$ cat src/rtl/ctl_xfer_pkg.sv
package ctl_xfer_pkg;

    localparam logic [1:0] TK_SETUP = 2'd0;
    localparam logic [1:0] TK_OUT   = 2'd1;
    localparam logic [1:0] TK_IN    = 2'd2;
    localparam logic [1:0] TK_NONE  = 2'd3;

    typedef enum logic [1:0] {
        ST_IDLE   = 2'd0,
        ST_DATA   = 2'd1,
        ST_STATUS = 2'd2
    } stage_e;

    typedef enum logic [2:0] {
        CS_NONE,
        CS_NO_SETUP,
        CS_STATUS_TOGGLE,
        CS_SETUP_TOGGLE,
        CS_OVERRUN,
        CS_OVERSIZE,
        CS_DEFERRED
    } cause_e;

    // Transfer context held between transactions
    typedef struct packed {
        stage_e stage;
        logic   dir_in;   // data stage direction; status runs the other way
        logic   defer;    // stall owed to the next IN/OUT
    } ctx_t;

    typedef struct packed {
        logic stall;
        logic flag_set;
        logic flag_clr;
        ctx_t nxt;
    } verdict_t;

    localparam ctx_t CTX_IDLE = '{stage: ST_IDLE, dir_in: 1'b0, defer: 1'b0};

    function automatic logic is_known_token(input logic [1:0] kind);
        return kind != TK_NONE;
    endfunction

endpackage

$ cat src/rtl/ctl_verdict.sv
module ctl_verdict
    import ctl_xfer_pkg::*;
#(
    parameter int LEN_W = 11
) (
    input  ctx_t             ctx,
    input  logic             tok_valid,
    input  logic [1:0]       tok_kind,
    input  logic             data_pid1,
    input  logic [LEN_W-1:0] pkt_len,
    input  logic [LEN_W-1:0] max_pkt,
    input  logic             setup_dir_in,
    input  logic             setup_len_zero,
    input  logic             data_end,
    output logic             tok_ok,
    output verdict_t         v
);

    logic   is_setup, is_out, is_in, same_dir, status_bad, oversize;
    cause_e cause;

    assign tok_ok     = tok_valid && is_known_token(tok_kind);
    assign is_setup   = tok_ok && (tok_kind == TK_SETUP);
    assign is_out     = tok_ok && (tok_kind == TK_OUT);
    assign is_in      = tok_ok && (tok_kind == TK_IN);
    assign same_dir   = (is_in == ctx.dir_in);
    assign status_bad = is_out && !data_pid1;
    assign oversize   = is_out && (pkt_len > max_pkt);

    always_comb begin
        cause      = CS_NONE;
        v.stall    = 1'b0;
        v.flag_set = 1'b0;
        v.flag_clr = 1'b0;
        v.nxt      = ctx;
        if (is_setup) begin
            if (data_pid1) begin
                // acknowledged now, stall owed to the following transaction
                cause        = CS_SETUP_TOGGLE;
                v.flag_set   = 1'b1;
                v.nxt        = CTX_IDLE;
                v.nxt.defer  = 1'b1;
            end else begin
                v.flag_clr   = 1'b1;
                v.nxt.defer  = 1'b0;
                v.nxt.dir_in = setup_dir_in & ~setup_len_zero;
                v.nxt.stage  = setup_len_zero ? ST_STATUS : ST_DATA;
            end
        end else if (is_out || is_in) begin
            if (ctx.defer) begin
                cause = CS_DEFERRED;
            end else if (oversize) begin
                cause = CS_OVERSIZE;
            end else begin
                case (ctx.stage)
                    ST_IDLE: begin
                        if (is_in) cause = CS_NO_SETUP;
                    end
                    ST_DATA: begin
                        if (same_dir) begin
                            if (data_end) cause = CS_OVERRUN;
                        end else if (status_bad) begin
                            cause = CS_STATUS_TOGGLE;
                        end else begin
                            v.nxt.stage = ST_IDLE;
                        end
                    end
                    default: begin
                        if (same_dir)        cause = CS_OVERRUN;
                        else if (status_bad) cause = CS_STATUS_TOGGLE;
                        else                 v.nxt.stage = ST_IDLE;
                    end
                endcase
            end
            if (cause != CS_NONE) begin
                v.stall    = 1'b1;
                v.flag_set = 1'b1;
                v.nxt      = CTX_IDLE;
            end
        end
    end

endmodule

$ cat src/rtl/ctl_ctx_reg.sv
module ctl_ctx_reg
    import ctl_xfer_pkg::*;
(
    input  logic     clk,
    input  logic     rst,
    input  logic     bus_reset,
    input  logic     tok_ok,
    input  verdict_t v,
    output ctx_t     ctx,
    output logic     force_stall
);

    always_ff @(posedge clk) begin
        if (rst || bus_reset) begin
            ctx         <= CTX_IDLE;
            force_stall <= 1'b0;
        end else if (tok_ok) begin
            ctx <= v.nxt;
            if (v.flag_set)      force_stall <= 1'b1;
            else if (v.flag_clr) force_stall <= 1'b0;
        end
    end

    // a deferred stall only exists outside any transfer
    a_r5_defer_idle: assert property (@(posedge clk) disable iff (rst)
        ctx.defer |-> (ctx.stage == ST_IDLE));

    // the flag falls only on a clean SETUP or a bus reset
    a_r11_flag_release: assert property (@(posedge clk) disable iff (rst)
        $fell(force_stall) |-> ($past(bus_reset) || $past(tok_ok && v.flag_clr)));

endmodule

$ cat src/rtl/ctl_hs_reg.sv
module ctl_hs_reg (
    input  logic clk,
    input  logic rst,
    input  logic bus_reset,
    input  logic tok_ok,
    input  logic stall,
    output logic hs_valid,
    output logic hs_stall
);

    always_ff @(posedge clk) begin
        if (rst || bus_reset) begin
            hs_valid <= 1'b0;
            hs_stall <= 1'b0;
        end else begin
            hs_valid <= tok_ok;
            hs_stall <= tok_ok && stall;
        end
    end

    // a decision is issued only for an accepted event one cycle earlier
    a_r2_hs_follows_tok: assert property (@(posedge clk) disable iff (rst || bus_reset)
        hs_valid |-> $past(tok_ok));

endmodule

$ cat src/rtl/ctl_xfer_guard.sv
module ctl_xfer_guard
    import ctl_xfer_pkg::*;
#(
    parameter int LEN_W = 11
) (
    input  logic             clk,
    input  logic             rst,
    input  logic             bus_reset,
    input  logic             tok_valid,
    input  logic [1:0]       tok_kind,
    input  logic             data_pid1,
    input  logic [LEN_W-1:0] pkt_len,
    input  logic [LEN_W-1:0] max_pkt,
    input  logic             setup_dir_in,
    input  logic             setup_len_zero,
    input  logic             data_end,
    output logic             hs_valid,
    output logic             hs_stall,
    output logic             force_stall
);

    ctx_t     ctx;
    verdict_t v;
    logic     tok_ok;

    ctl_verdict #(.LEN_W(LEN_W)) u_verdict (
        .ctx            (ctx),
        .tok_valid      (tok_valid),
        .tok_kind       (tok_kind),
        .data_pid1      (data_pid1),
        .pkt_len        (pkt_len),
        .max_pkt        (max_pkt),
        .setup_dir_in   (setup_dir_in),
        .setup_len_zero (setup_len_zero),
        .data_end       (data_end),
        .tok_ok         (tok_ok),
        .v              (v)
    );

    ctl_ctx_reg u_ctx (
        .clk         (clk),
        .rst         (rst),
        .bus_reset   (bus_reset),
        .tok_ok      (tok_ok),
        .v           (v),
        .ctx         (ctx),
        .force_stall (force_stall)
    );

    ctl_hs_reg u_hs (
        .clk       (clk),
        .rst       (rst),
        .bus_reset (bus_reset),
        .tok_ok    (tok_ok),
        .stall     (v.stall),
        .hs_valid  (hs_valid),
        .hs_stall  (hs_stall)
    );

    // a SETUP is never refused, even with a bad toggle
    a_r5_setup_acked: assert property (@(posedge clk) disable iff (rst || bus_reset)
        (hs_valid && $past(tok_valid && tok_kind == TK_SETUP)) |-> !hs_stall);

    // a stall always comes with the flag and an aborted transfer
    a_r10_stall_flags: assert property (@(posedge clk) disable iff (rst || bus_reset)
        (hs_valid && hs_stall) |-> (force_stall && ctx.stage == ST_IDLE && !ctx.defer));

    // the unused token code gets no handshake
    a_r2_none_silent: assert property (@(posedge clk) disable iff (rst || bus_reset)
        (tok_valid && tok_kind == TK_NONE) |=> !hs_valid);

    // bus reset leaves nothing pending
    a_r1_bus_reset_clears: assert property (@(posedge clk) disable iff (rst)
        bus_reset |=> (!hs_valid && !force_stall && ctx == CTX_IDLE));

endmodule

$ cat config.mk
export PLATFORM = sky130hd
export DESIGN_NAME = ctl_xfer_guard
export DESIGN_NICKNAME = d
export VERILOG_FILES = /design/src/rtl/ctl_xfer_pkg.sv /design/src/rtl/ctl_verdict.sv /design/src/rtl/ctl_ctx_reg.sv /design/src/rtl/ctl_hs_reg.sv /design/src/rtl/ctl_xfer_guard.sv
export SDC_FILE = /design/constraint.sdc
export NUM_CORES = 1
export LEC_CHECK = 0
export ABC_AREA = 1
export BUFFER_PORTS_ARGS = -buffer_cell sky130_fd_sc_hd__buf_2
export CAP_MARGIN = 25
export CORE_MARGIN = 2
export CORE_UTILIZATION = 35
export DETAILED_ROUTE_END_ITERATION = 16
export GPL_TIMING_DRIVEN = 0
export PLACE_DENSITY = 0.76
export RECOVER_POWER = 25
export SLEW_MARGIN = 20
export SYNTH_ARGS = -nofsm -noshare
export SYNTH_HDL_FRONTEND = slang
export SYNTH_SLANG_ARGS = --single-unit
$ cat constraint.sdc
create_clock -name clk -period 1.2 [get_ports clk]
set_input_delay 0.06 -clock clk [delete_from_list [all_inputs] [get_ports clk]]
set_output_delay 0.06 -clock clk [all_outputs]
set_load 0.02 [all_outputs]
==> results.cfg, run 1 <==
[grt]
globalRouteMet1Util_pct = 12.9
grt_overflow = 0
first_global_vias = 759
grt_pass1_wl_um = 2640
grt_max_degree = 8
antenna_found_initial = 0
track_usage_pct = 13.9
use_met3_pct = 1.53
gr-max-usage-layer = met2
grt_util_met2_pct = 27.4

[setup_path]
cp-end-kind = flop
cp_max_fo = 4
crit_arrival_ps = 1420
path_cells = inv_2 -> nand2_2 -> nor2_2 -> nor2_1 -> nand2_1 -> nor2_2 -> nand3_1 -> nand2_2 -> nand3_1 -> a21oi_1
critPathKind = reg2reg
regToRegStartpoint = u_ctx.ctx[2]
cpPeakStageDelay_ps = 340
slowest_stage = dfxtp_2
crit_family = simple AND/OR/NAND/NOR gates
worstRegToRegCells = 10
r2r_setup_slack_ps = -40
path_buf_inv = 1
required_ps = 1370
start_kind = flop
reg2reg_to = u_ctx.ctx[3]

[routing]
viasPerCell = 4.45
postRouteAntennaNets = 0
firstDrtPassIters = 2
drc = 0
drt_iter0_markers = 3
avgRoutedWirePerCell_um = 8.54
via_count = 814
finalWirelength_um = 1560

[hold_path]
min-delay-start = setup_dir_in
min_to = u_ctx.ctx[1]
hold_class = in2reg
worstHoldPathCells = 3

[synth]
synth_top_family_by_area = simple AND/OR/NAND/NOR gates
synth_seq_area_share_pct = 20.0
synth_cell_types = 15
syn_avg_cell_area_um2 = 5.95
muxShareOfSynthArea_pct = 0
netlist_area_um2 = 702
synth_fa_ha_area_share_pct = 19.6
synth_xor_xnor_area_share_pct = 0
synth_cells = 118
yosys.area_share.simple_pct = 37.8
syn-num-nets = 161
yosysWarnings = 0
synth_compound_area_share_pct = 7.66
synth_seq_cells = 7

[power_and_ir_drop]
power_frac_seq_pct = 36.4
power.leakage_nw = 0.553
cellPowerDensity_nw_per_um2 = 649
ir_drop_uv = 432
comb_power_share_pct = 31.2
p_sw_share_pct = 29.4
internal_power_w = 0.000457
power.switching_w = 0.000190
power_frac_clock_pct = 32.4
power_w = 0.000648

[status]
violations = setup timing
status = complete, but fails checks

[timing]
fin_ws_ps = -43.4
setup_viol = 2
fmax_mhz = 804
rsz0062_at_grt = true
relSlewSlack_pct = 78.5
skew_ps = 0.290
worstMarginPinSlew_ps = 319
period_needed_ps = 1240
drv_slew = 0
setup_tns_ps = -45.0
fin_crit_sh_pct = 104
hold_viol_final = 0

[floorplan]
placeableCoreArea_um2 = 1920
start_util_pct = 36.5
die_x_um = 48.8
pin_count = 35
num_rows = 16
die_h_um = 48.8
die-area_um2 = 2380

[layout]
n_antenna_cell = 0
multi_input_comb_area_um2 = 517
nets = 200
n_fill_cell = 215
area_growth_pct = 42.2
drive_above_1_share_pct = 38.5
fin_area_um2 = 998
final_util_pct = 52.0
regArea_um2 = 146

[placement]
place_area_um2 = 906
dp_hpwl_um = 1310
portBuffers = 34
gp_congestion = 0.792
pre_cts_slack_ps = -213

[cts]
numCtsBuffers = 3
cts_max_path_buffers = 2
clk_latency_ps = 250
tritoncts = done
cts.htree.levels = 1
cts_root_buffer = clkbuf_4
cts.sinks = 7
clk_pin_slew_ps = 50

[job]
cap_violations = 0
## layer usage
layer	up-vias	wire length, um	part of all wire, %
met3	5	73	4.7
met4	0	44	2.8
met2	25	798	51
met1	343	645	41
met5	-	0	0
li1	441	-	-
## synth_stat cells
library cell | number | share of area [%]
a21oi_1 | 7 | 5.0
a31oi_1 | 1 | 0.89
dfxtp_1 | 7 | 20
ha_1 | 11 | 20
inv_1 | 26 | 14
inv_2 | 2 | 1.1
nand2_1 | 32 | 17
nand2_2 | 1 | 0.89
nand3_1 | 11 | 7.8
nand3b_1 | 2 | 2.1
nor2_1 | 13 | 7.0
nor2_2 | 2 | 1.8
nor3b_1 | 1 | 1.1
o21ai_1 | 1 | 0.71
o21bai_1 | 1 | 1.1
## through the flow
stage | hold slack, ps | std cells
2_1_floorplan | 207 | 118
4_1_cts | 56.6 | 183
5_1_grt | 71.5 | 183
3_5_place_dp | 325 | 179
3_3_place_gp | 314 | 179
6_report | 60.0 | 183
## worst max-delay path by stage
stage,endpoint,start,cells after the start,slack [ps]
3_5_place_dp,u_ctx.ctx[1],max_pkt[10],13,-210
6_report,u_ctx.ctx[3],u_ctx.ctx[2],10,-40
5_1_grt,u_ctx.ctx[3],max_pkt[10],13,-160
2_1_floorplan,u_ctx.ctx[2],max_pkt[10],12,2
4_1_cts,u_ctx.ctx[3],u_ctx.ctx[3],10,10
3_3_place_gp,u_ctx.ctx[2],max_pkt[10],13,-180
## worst register-to-register path: stages (launching register included)
cell and delay [ps]:
dfxtp_2 340, inv_2 40, nand2_2 70, nor2_2 40, nor2_1 80, nand2_1 70, nor2_2 100, nand3_1 100
nand2_2 110, nand3_1 80, a21oi_1 140
## registers in the layout, summed over array words and instances, names as in the netlist
register and flops:
u_ctx.ctx 4, u_ctx.force_stall 1, u_hs.hs_stall 1, u_hs.hs_valid 1
## what timing repair did
action / 4_1_cts / 5_1_grt
hold buffers: 0 / 0
setup buffers: 0 / 0
setup endpoints to repair: 4 / 6
gates resized for setup: 3 / 16
hold endpoints to repair: 0 / 0
pin swaps: 0 / 5
## placed cells by master (no fill, tap or decap), drive strengths merged
| cell type | instances |
|---|---|
| nand3 | 11 |
| nor3b | 1 |
| buf | 34 |
| inv | 28 |
| a21oi | 7 |
| dfxtp | 7 |
| a31oi | 1 |
| o21ai | 1 |
| ha | 11 |
| nand2 | 33 |
| o21bai | 1 |
| clkbuf | 4 |
| nor2 | 15 |
| nand3b | 2 |
## power groups by stage
stage / logic [W] / registers, W / clock network, W
6_report: 0.000202 / 0.000236 / 0.000210
3_5_place_dp: 0.000185 / 0.000242 / 0
3_3_place_gp: 0.000178 / 0.000242 / 0
4_1_cts: 0.000186 / 0.000238 / 0.000220
5_1_grt: 0.000237 / 0.000236 / 0.000229
2_1_floorplan: 0.000105 / 0.000246 / 0
## logic make-up after synthesis
family                     after synthesis
AOI/OAI and AO/OA                       10
adders and majority gates               11
buffers and inverters                   28
DFF                                      7
and+or+nand+nor                         62
## final cells by class
cell class,count,area share [%]
Inverter,28,10.5
Clock buffer,4,2.63
Sequential cell,7,14.7
Multi-Input combinational cell,83,51.8
Tap cell,27,3.38
Timing Repair Buffer,34,17.0
Note: power is estimated with default switching activity, not from simulation.
==> run 2: changes to the inputs <==
Settings changed: CTS_CLUSTER_DIAMETER from default to 50, SKIP_LAST_GASP from default to 1.
==> run 2 against run 1 <==
Compared with the run above: the run still ends with setup timing left; clock power is essentially flat; sequential cell count is the same; first-iteration DRC count is the same; critical path type unchanged; critical endpoint unchanged; largest power group unchanged.
==> results.cfg, run 2 (synthesis results as in run 1) <==
[routing]
firstDrtPassIters = 4
avgRoutedWirePerCell_um = 8.86
finalWirelength_um = 1620
drc = 0
postRouteAntennaNets = 0
via_count = 816
viasPerCell = 4.46
drt_iter0_markers = 3

[grt]
antenna_found_initial = 0
grt_pass1_wl_um = 2640
first_global_vias = 759
track_usage_pct = 13.9
grt_max_degree = 8
grt_overflow = 0

[timing]
hold_viol_final = 0
fin_ws_ps = -55.6
skew_ps = 0.313
worstMarginPinSlew_ps = 319
setup_viol = 3
period_needed_ps = 1260
fmax_mhz = 796
setup_tns_ps = -75.2
fin_crit_sh_pct = 105
drv_slew = 0
relSlewSlack_pct = 78.5
rsz0062_at_grt = true

[power_and_ir_drop]
cellPowerDensity_nw_per_um2 = 643
ir_drop_uv = 429
power.leakage_nw = 0.563

[cts]
cts.sinks = 7
cts_setup_buffers = 0
clk_pin_slew_ps = 50
clk_latency_ps = 250
cts.htree.levels = 1
cts_root_buffer = clkbuf_4
cts_max_path_buffers = 2
tritoncts = done
numCtsBuffers = 3

[setup_path]
reg2reg_to = u_ctx.ctx[3]
start_kind = flop
worstRegToRegCells = 10
critPathKind = reg2reg
cp_max_fo = 4
crit_start = u_ctx.ctx[2]
crit_arrival_ps = 1430
r2r_setup_slack_ps = -60
regToRegStartpoint = u_ctx.ctx[2]
required_ps = 1370
cp-end-kind = flop

[layout]
fin_area_um2 = 1020
n_antenna_cell = 0
area_growth_pct = 45.5
top_register = u_ctx.ctx
layout_common_cells = buf_2 (34), nand2_1 (27), inv_1 (23), nor2_1 (10), ha_1 (9)
mostFrequentLayoutCell = buf_2
fin_cells = 183
nets = 200
n_fill_cell = 213
regArea_um2 = 146
multi_input_comb_area_um2 = 539
largest_reg_flops = 4
drive_above_1_share_pct = 41.0

[floorplan]
start_util_pct = 36.5
num_rows = 16
die_h_um = 48.8
die-area_um2 = 2380
die_x_um = 48.8
placeableCoreArea_um2 = 1920
pin_count = 35

[job]
cap_violations = 0

[placement]
pre_cts_slack_ps = -213
gp_congestion = 0.792
dp.cells = 179
place_area_um2 = 906
dp_hpwl_um = 1310
portBuffers = 34

[hold_path]
worstHoldPathCells = 3
min-delay-start = setup_dir_in
min_to = u_ctx.ctx[1]
hold_class = in2reg

[status]
violations = setup timing
status = complete, but fails checks
run 2: cell types whose count changed in the layout (fill, tap and decap cells not counted):
cell,delta
inv_2,+1
nand3_2,+2
nand2_1,-1
nor2_2,-2
nor2_4,+2
nand3_1,-2
inv_1,-1
nand2_2,+1
run 2: worst max-delay path, stage by stage (launching register included):
cell and delay (ps):
dfxtp_2 340, inv_2 40, nand2_2 70, nor2_2 40
nor2_1 90, nand2_1 90, nor2_4 110, nand3_2 80
nand2_2 100, nand3_1 80, a21oi_1 140
run 2: metrics by stage:
stage | total power (W) | util [%] | hold WS (ps)
finish | 0.000657 | 53.1 | 60.0
global route | 0.000710 | 53.1 | 71.5
CTS | 0.000645 | 48.7 | 56.6
detailed placement | 0.000428 | 47.1 | 325
global placement | 0.000420 | 47.1 | 314
floorplan | 0.000351 | - | 207
run 2: worst max-delay path by stage:
stage | to | slack, ps | cells past startpoint
3_3_place_gp | u_ctx.ctx[2] | -180 | 13
6_report | u_ctx.ctx[3] | -60 | 10
2_1_floorplan | u_ctx.ctx[2] | 2 | 12
3_5_place_dp | u_ctx.ctx[1] | -210 | 13
4_1_cts | u_ctx.ctx[1] | -1 | 10
5_1_grt | u_ctx.ctx[3] | -140 | 13
run 2: timing repair:
item                                   in CTS  in global routing
pin swaps                                   0                  8
resized for setup                           2                 23
endpoints found under the hold margin       0                  0
setup endpoints to repair                   4                  6
hold buffers                                0                  0
run 2: layout make-up:
| class | count | share of cell area (%) |
|---|---|---|
| clock buffers | 4 | 2.57 |
| inverters | 28 | 10.3 |
| multi-input cells | 83 | 52.8 |
| flip-flops and latches | 7 | 14.3 |
| well taps | 27 | 3.31 |
| repair buffers | 34 | 16.7 |
run 2: report_power, final:
part | switching, W | leakage (nW) | internal [W]
Clock | 0.0000829 | 0.0150 | 0.000127
Combinational | 0.000111 | 0.490 | 0.000100
Sequential | 0.00000159 | 0.0584 | 0.000234
Total | 0.000196 | 0.563 | 0.000461
run 2: metal layers:
metal | GRT usage (%) | share of wire, % | wire, um | up-vias
met2 | 27.4 | 52 | 845 | 25
met5 | 0 | 0 | 0 | -
li1 | - | - | - | 440
met1 | 12.9 | 41 | 657 | 346
met4 | 10.0 | 2.7 | 44 | 0
met3 | 1.53 | 4.5 | 73 | 5
==> run 3: changes to the inputs <==
Settings changed: CELL_PAD_IN_SITES_DETAIL_PLACEMENT from default to 1, CELL_PAD_IN_SITES_GLOBAL_PLACEMENT from default to 1, CORE_UTILIZATION 35 to 26, PLACE_DENSITY 0.76 to 0.84.
==> run 3 against run 2 <==
Compared with the run above: the flow still finishes with violations (setup timing); total power is 2.7% higher; first-iteration DRC count rose to 2.7 times the previous value; final area grew 2.8%; cell count increased by 2.7%; via count rose by 5.9%; hold slack lost 2.8 ps; critical path type unchanged; critical endpoint unchanged.
==> results.cfg, run 3 (synthesis results as in run 1) <==
[status]
status = complete, but fails checks
violations = setup timing

[timing]
fin_crit_sh_pct = 103
fin_ws_ps = -33.8
worstMarginPinSlew_ps = 266
fmax_mhz = 811
setup_viol = 4
relSlewSlack_pct = 82.2
skew_ps = 5.41
rsz0062_at_grt = true
holdWs_ps = 57.3
drv_slew = 0
hold_viol_final = 0
period_needed_ps = 1230

[setup_path]
critPathKind = reg2reg
start_kind = flop
path_cells = inv_2 -> nand2_2 -> nor2_1 -> nor2_1 -> nand2_1 -> nor2_2 -> nand3_2 -> nand2_4 -> nand3_2 -> a21oi_2
crit_start = u_ctx.ctx[2]
slowest_stage = dfxtp_2
regToRegStartpoint = u_ctx.ctx[2]
reg2reg_to = u_ctx.ctx[3]
required_ps = 1380
crit_arrival_ps = 1410
r2r_setup_slack_ps = -30
crit_path_end = u_ctx.ctx[3]
cp-end-kind = flop
worstRegToRegCells = 10
cpPeakStageDelay_ps = 340
cp_max_fo = 4

[cts]
clk_pin_slew_ps = 50
numCtsBuffers = 3
cts_max_path_buffers = 2
tritoncts = done
cts_root_buffer = clkbuf_4
hold_buffers = 0
cts.sinks = 7
clk_latency_ps = 250
cts.htree.levels = 1

[routing]
via_count = 864
drc = 0
viasPerCell = 4.60
avgRoutedWirePerCell_um = 11.2
drt_iter0_markers = 8
postRouteAntennaNets = 0
firstDrtPassIters = 2
finalWirelength_um = 2100

[placement]
dp_hpwl_um = 1760
pre_cts_slack_ps = -296
place_area_um2 = 910
portBuffers = 34
gp_congestion = 0.752

[grt]
grt_max_degree = 8
grt_overflow = 0
grt_pass1_wl_um = 3410
antenna_found_initial = 0
track_usage_pct = 13.3
first_global_vias = 897

[power_and_ir_drop]
power_w = 0.000674
cellPowerDensity_nw_per_um2 = 642
power.leakage_nw = 0.576
ir_drop_uv = 503

[layout]
top_register = u_ctx.ctx
n_antenna_cell = 0
nets = 202
mostFrequentLayoutCell = buf_2
area_growth_pct = 49.6
drive_above_1_share_pct = 42.4
fin_area_um2 = 1050
largest_reg_flops = 4
final_util_pct = 41.6
layout_common_cells = buf_2 (34), nand2_1 (26), inv_1 (24), nor2_1 (11), ha_1 (9)

[floorplan]
num_rows = 18
placeableCoreArea_um2 = 2520
die_h_um = 56.0
start_util_pct = 27.8
die-area_um2 = 3130
die_x_um = 56.0
pin_count = 35

[job]
cap_violations = 0

[hold_path]
hold_class = in2reg
==> run 3: cell types whose count changed in the layout (fill, tap and decap cells not counted) <==
cell,change
nor2_1,+1
inv_2,-1
inv_1,+1
a31oi_1,-1
buf_4,+2
a31oi_2,+1
nand2_4,+1
o21ai_0,-1
o21ai_1,+1
a21oi_2,+1
a21oi_1,-1
nor2_4,-1
nand2_1,-1
==> run 3: routing by layer <==
| metal | share of wire [%] | track usage, % | wire length (um) |
|---|---|---|---|
| met5 | 0 | 0 | 0 |
| met1 | 36 | 12.9 | 759 |
| met3 | 3.6 | 0.698 | 76 |
| met2 | 60 | 27.6 | 1270 |
| met4 | 0 | 6.12 | 0 |
==> run 3: worst min-delay path by stage <==
stage,slack (ps),to,from,depth (start not counted)
floorplan,210,u_ctx.ctx[1],setup_dir_in,2
global placement,310,u_ctx.ctx[1],setup_dir_in,3
detailed placement,320,u_ctx.ctx[1],setup_dir_in,3
CTS,40,u_ctx.ctx[1],setup_dir_in,3
global route,80,u_ctx.ctx[1],setup_dir_in,3
finish,60,u_ctx.ctx[1],setup_dir_in,3
==> run 3: layout make-up <==
cell class / count / area [um^2]
Clock buffer: 4 / 26.3
Fill cell: 364 / 1470
Inverter: 28 / 105
Multi-Input combinational cell: 83 / 549
Sequential cell: 7 / 146
Tap cell: 30 / 37.5
Timing Repair Buffer: 36 / 185
==> run 3: critical path: cells and delay by family, from the launching register on <==
kind,cells,cell delay [ps]
buffers and inverters,1,40
and+or+nand+nor,8,660
DFF,1,340
AOI/OAI and AO/OA,1,120
==> run 3: what timing repair did <==
action / in CTS / in global routing
pin swaps: 12 / 16
setup buffers: 2 / 0
resized for setup: 12 / 14
endpoints found under the setup margin: 5 / 6
==> run 3: per-stage QoR <==
step | instances | setup TNS (ps)
floorplan | 118 | 0
global placement | 182 | -928
detailed placement | 182 | -1440
CTS | 188 | -309
global route | 188 | -678
finish | 188 | -59.9
==> run 3: power breakdown <==
| part | leakage, nW | total, W | switching (W) | internal (W) |
|---|---|---|---|---|
| sequential | 0.0584 | 0.000236 | 0.00000184 | 0.000234 |
| clock | 0.0150 | 0.000210 | 0.0000838 | 0.000127 |
| combinational | 0.502 | 0.000228 | 0.000124 | 0.000104 |
